==> config.mk <==
export PLATFORM = sky130hd
export DESIGN_NAME = cycle_beat_gen
export DESIGN_NICKNAME = d
export VERILOG_FILES = /design/src/rtl/mcb_pkg.sv /design/src/rtl/mcb_beat_seq.sv /design/src/rtl/mcb_beat_dec.sv /design/src/rtl/cycle_beat_gen.sv
export SDC_FILE = /design/constraint.sdc
export NUM_CORES = 1
export LEC_CHECK = 0
export ABC_AREA = 1
export CAP_MARGIN = 10
export CORE_AREA = 2 2 39 41
export CTS_CLUSTER_DIAMETER = 50
export DETAILED_ROUTE_END_ITERATION = 8
export DIE_AREA = 0 0 41 43
export DONT_BUFFER_PORTS = 1
export GPL_TIMING_DRIVEN = 0
export SYNTH_ARGS = -nofsm -noshare
export SYNTH_HDL_FRONTEND = slang
export SYNTH_SLANG_ARGS = --single-unit
export TNS_END_PERCENT = 30
==> constraint.sdc <==
create_clock -name clk -period 1.7 [get_ports clk]
set_input_delay 0.255 -clock clk [delete_from_list [all_inputs] [get_ports clk]]
set_output_delay 0.255 -clock clk [all_outputs]
set_load 0.01 [all_outputs]
==> src/rtl/mcb_pkg.sv <==
package mcb_pkg;

  localparam int BEAT_OUT_W = 5;
  localparam int BEAT_ST_W  = 3;

  typedef enum logic [BEAT_ST_W-1:0] {
    BT_T1 = 3'd0,
    BT_T2 = 3'd1,
    BT_T3 = 3'd2,
    BT_TW = 3'd3,
    BT_T4 = 3'd4
  } beat_e;

  // Transition rule for one clock.
  // ext_kind is the kind of access latched at the end of T1.
  function automatic beat_e next_beat(beat_e cur, logic ext_kind, logic rdy);
    beat_e nxt;
    case (cur)
      BT_T1:   nxt = BT_T2;
      BT_T2:   nxt = BT_T3;
      BT_T3:   nxt = (ext_kind && !rdy) ? BT_TW : BT_T4;
      BT_TW:   nxt = rdy ? BT_T4 : BT_TW;
      default: nxt = BT_T1;
    endcase
    return nxt;
  endfunction

  // One-hot line layout: T1, T2, T3, T4, TW from bit 0 upward.
  function automatic logic [BEAT_OUT_W-1:0] beat_onehot(beat_e b);
    logic [BEAT_OUT_W-1:0] v;
    v = '0;
    case (b)
      BT_T1:   v[0] = 1'b1;
      BT_T2:   v[1] = 1'b1;
      BT_T3:   v[2] = 1'b1;
      BT_T4:   v[3] = 1'b1;
      default: v[4] = 1'b1;
    endcase
    return v;
  endfunction

endpackage

==> src/rtl/mcb_beat_seq.sv <==
module mcb_beat_seq
  import mcb_pkg::*;
(
  input  logic  clk,
  input  logic  rst,
  input  logic  ext_access,
  input  logic  ready,
  output beat_e cur_beat,
  output logic  kind_ext
);

  beat_e beat_q;
  logic  kind_q;

  always_ff @(posedge clk) begin
    if (rst) begin
      beat_q <= BT_T1;
      kind_q <= 1'b0;
    end else begin
      beat_q <= next_beat(beat_q, kind_q, ready);
      // the access kind is captured only on the edge that leaves T1.
      if (beat_q == BT_T1) kind_q <= ext_access;
    end
  end

  assign cur_beat = beat_q;
  assign kind_ext = kind_q;

endmodule

==> src/rtl/mcb_beat_dec.sv <==
module mcb_beat_dec
  import mcb_pkg::*;
(
  input  beat_e                  cur_beat,
  output logic [BEAT_OUT_W-1:0]  beat_o,
  output logic                   wait_o,
  output logic                   cycle_end_o
);

  always_comb begin
    beat_o      = beat_onehot(cur_beat);
    wait_o      = (cur_beat == BT_TW);
    cycle_end_o = (cur_beat == BT_T4);
  end

endmodule

==> src/rtl/cycle_beat_gen.sv <==
module cycle_beat_gen
  import mcb_pkg::*;
(
  input  logic                  clk,
  input  logic                  rst,
  input  logic                  ext_access,
  input  logic                  ready,
  output logic [BEAT_OUT_W-1:0] beat_o,
  output logic                  wait_o,
  output logic                  cycle_end_o
);

  beat_e cur_beat_w;
  logic  kind_ext_w;

  mcb_beat_seq u_seq (
    .clk        (clk),
    .rst        (rst),
    .ext_access (ext_access),
    .ready      (ready),
    .cur_beat   (cur_beat_w),
    .kind_ext   (kind_ext_w)
  );

  mcb_beat_dec u_dec (
    .cur_beat    (cur_beat_w),
    .beat_o      (beat_o),
    .wait_o      (wait_o),
    .cycle_end_o (cycle_end_o)
  );

endmodule

==> tab_implementation.tex <==
\begin{tabular}{lr}
\hline
Metric & Value \\
\hline
\multicolumn{2}{l}{\textbf{Final layout}} \\
Most frequent standard cell in the layout excluding fill and tap cells & sky130\_fd\_sc\_hd\_\_inv\_1 \\
Layout Area Growth over Synthesis & 19.3\% \\
Filler Cell Count & roughly 160 \\
Ant diodes & 0 \\
Non-filler instance count after layout & 52 \\
Final net count & 42 \\
Share of final-layout standard cells stronger than drive strength 1 & between 30\% and 40\% \\
Leading cell types in the layout, fill and taps excluded & 6 x sky130\_fd\_sc\_hd\_\_inv\_1, 5 x sky130\_fd\_sc\_hd\_\_nor2\_1, 4 x sky130\_fd\_sc\_hd\_\_a21oi\_1, 4 x sky130\_fd\_sc\_hd\_\_dfxtp\_1 \\
\multicolumn{2}{l}{\textbf{Yosys}} \\
Number of flip-flops and latches in the synthesized netlist & 4 \\
Yosys Warn Count & 0 \\
Syn nets & 37 \\
Gate Count Post-Synth & 33 \\
Number of library cell types mapped by synthesis & 13 \\
Cell area after synthesis & roughly 220 µm² \\
Sequential cell area fraction in the yosys report & about 36\% \\
Avg Cell Area, Syn & roughly 6.7 µm² \\
\multicolumn{2}{l}{\textbf{Critical path}} \\
Worst EP arrival & approximately 1.3 ns \\
Worst stage delay on the critical path & 0.42 ns \\
Setup crit start kind & flop \\
Capturing element type of the critical path & output pin \\
Largest fanout of any net on the critical path & 4 \\
Classification of the worst setup path & reg -> out \\
CP Data Required Time & 1.44 ns \\
Critical-path cell list & inv\_1, nor3\_1, buf\_4 \\
Worst-path cell with the longest stage delay & sky130\_fd\_sc\_hd\_\_nor3\_1 \\
\multicolumn{2}{l}{\textbf{Timing}} \\
Crit path time final & 1.58 ns \\
Number of failing hold endpoints at the final stage & 0 \\
Highest clock frequency the design can meet & 0.633 GHz \\
Maximum clock skew at final layout & about 0.0017 ns \\
Pin slew with the least headroom to its limit & approximately 0.53 ns \\
Summed negative setup slack over all endpoints & 0 ns \\
Unrepaired setup endpoints after global routing & no \\
Tcrit/Tclk final & 93.0\% \\
Final setup violation count & 0 \\
Worst Hold Margin & 0.0907 ns \\
Slew Limit Fails & 0 \\
Worst max-slew margin expressed relative to the limit & 64.5\% \\
\multicolumn{2}{l}{\textbf{Floorplanning}} \\
Initial standard-cell utilization of the core & roughly 16\% \\
Die outline height & 43 µm \\
Floorplan core area & about 0.0014 mm² \\
X dimension of the die & 41 µm \\
Top-Level Pins & 11 \\
Die ar. & around 0.0018 mm² \\
Standard-cell rows & 14 \\
\multicolumn{2}{l}{\textbf{Detailed routing}} \\
Number of violations reported at the end of detailed-routing iteration 0 & 2 \\
Via count & between 150 and 200 \\
DRT antenna net count & 0 \\
Avg WL per Cell & 8.58 µm \\
Aggregate routed wire length & 446 µm \\
First-pass iteration count of the detailed router & 2 \\
Via density per instance & approximately 3.7 \\
Remaining routing DRC violations & 0 \\
\multicolumn{2}{l}{\textbf{Global route}} \\
Overflow left after global routing & 0 \\
Maximum number of pins on one net before global-route repair & 6 \\
Number of antenna violations at the first check in global routing & 0 \\
Via count of the first global-routing pass & 209 \\
Global Route Usage Sum & under 10\% \\
Global-route wire length before repair & 724 µm \\
\multicolumn{2}{l}{\textbf{Placement}} \\
Final weighted congestion of routability-driven global placement & around 0.7 \\
Number of port buffers & 0 \\
Detail Placement HPWL & 375 µm \\
Instance count after placement with tap cells included & slightly below 50 \\
\multicolumn{2}{l}{\textbf{Clock network}} \\
TritonCTS clock tree & done \\
Cts repair resizes & 0 \\
Number of buffers inserted during clock tree synthesis & 3 \\
Post-CTS setup buffers & 0 \\
Post-CTS clock slew at the launch and capture registers of the worst setup and hold paths & roughly 0.04 ns \\
Clock latency of the later-clocked register in the worst-skew pair & 0.23 ns \\
CTS root buf & sky130\_fd\_sc\_hd\_\_clkbuf\_4 \\
Count of H-tree levels built during CTS & 1 \\
TritonCTS Sinks & 4 \\
Post-CTS Hold Fix Bufs & 0 \\
Number of buffers between clock root and the deepest sink & 2 \\
\multicolumn{2}{l}{\textbf{Outcome}} \\
Status & complete, no violations \\
\multicolumn{2}{l}{\textbf{Pwr}} \\
Total Power & approximately 0.00031 W \\
LEAKAGE & about 0.13 nW \\
IR drop worst, VDD & about 0.21 mV \\
Power density relative to cell area & 1170 mW/mm² \\
\multicolumn{2}{l}{\textbf{Run}} \\
Total of max-cap violations & 0 \\
\multicolumn{2}{l}{\textbf{Hold path}} \\
Tightest Hold Check Type & in -> reg \\
\hline
\end{tabular}
==> through the flow <==
step / worst slack [ns] / util [%] / cell area, µm²
after CTS: 0.104 / 19.0 / 263
after global placement: 0.364 / 17.4 / 240
after global routing: 0.0580 / 19.0 / 263
final: 0.119 / 19.0 / 263
after detailed placement: 0.357 / 17.4 / 240
after floorplan: 0.444 / - / 220
==> layout make-up <==
cell class	count	area, µm²	share of cell area [%]
Multi-Input combinational cell	19	98.8	37.6
Sequential cell	4	80.1	30.5
Inverter	9	33.8	12.9
Clock buffer	3	22.5	8.57
Tap cell	16	20.0	7.62
Buffer	1	7.51	2.86
==> final timing paths <==
path / start / endpoint / slack, ns / cells past startpoint
worst max-delay path: u_seq.cur_beat[2] / beat_o[3] / 0.12 / 3
worst min-delay path: rst / u_seq.cur_beat[0] / 0.09 / 1
worst max register to register: u_seq.cur_beat[1] / u_seq.kind_ext / 0.83 / 5
worst min register to register: u_seq.kind_ext / u_seq.kind_ext / 0.47 / 2
==> Yosys cell counts (all sizes together) <==
cell type,n,area share [%]
nand2,4,9.1
dfxtp,4,36
inv,9,15
nand3,2,6.8
nor2,7,14
nor3,1,2.3
nand3b,1,3.4
a21oi,4,9.1
buf,1,3.4
==> per-layer routing <==
layer  global-route usage [%]  part of all wire (%)  up-vias
met1                     6.75                    42       83
met3                     5.76                    11        0
met5                        0                     0        -
met4                     8.00                     0        0
met2                     8.13                    47        6
li1                         -                     -      104
==> registers in the layout, summed over array words and instances, names as in the netlist <==
signal / cells
u_seq.cur_beat: 3
u_seq.kind_ext: 1
==> power by group <==
group	total (W)	internal, W	switching (W)	leakage (nW)
sequential	0.000120	0.000107	0.0000135	0.0330
combinational	0.0000730	0.0000234	0.0000496	0.0788
clock	0.000115	0.0000788	0.0000363	0.0138
total	0.000308	0.000209	0.0000994	0.126
==> kinds of logic after synthesis <==
group / Yosys count / synth area share, %
compound gates: 4 / 9.09
buf+inv: 10 / 18.8
flops: 4 / 36.4
simple gates: 15 / 35.8
==> worst max-delay path, delay by kind of cell, from the launching register on <==
kind | cells | cell delay [ns]
buffers and inverters | 2 | 0.29
AND/OR/NAND/NOR | 1 | 0.42
flip-flops | 1 | 0.39
Note: power is estimated with default switching activity, not from simulation.
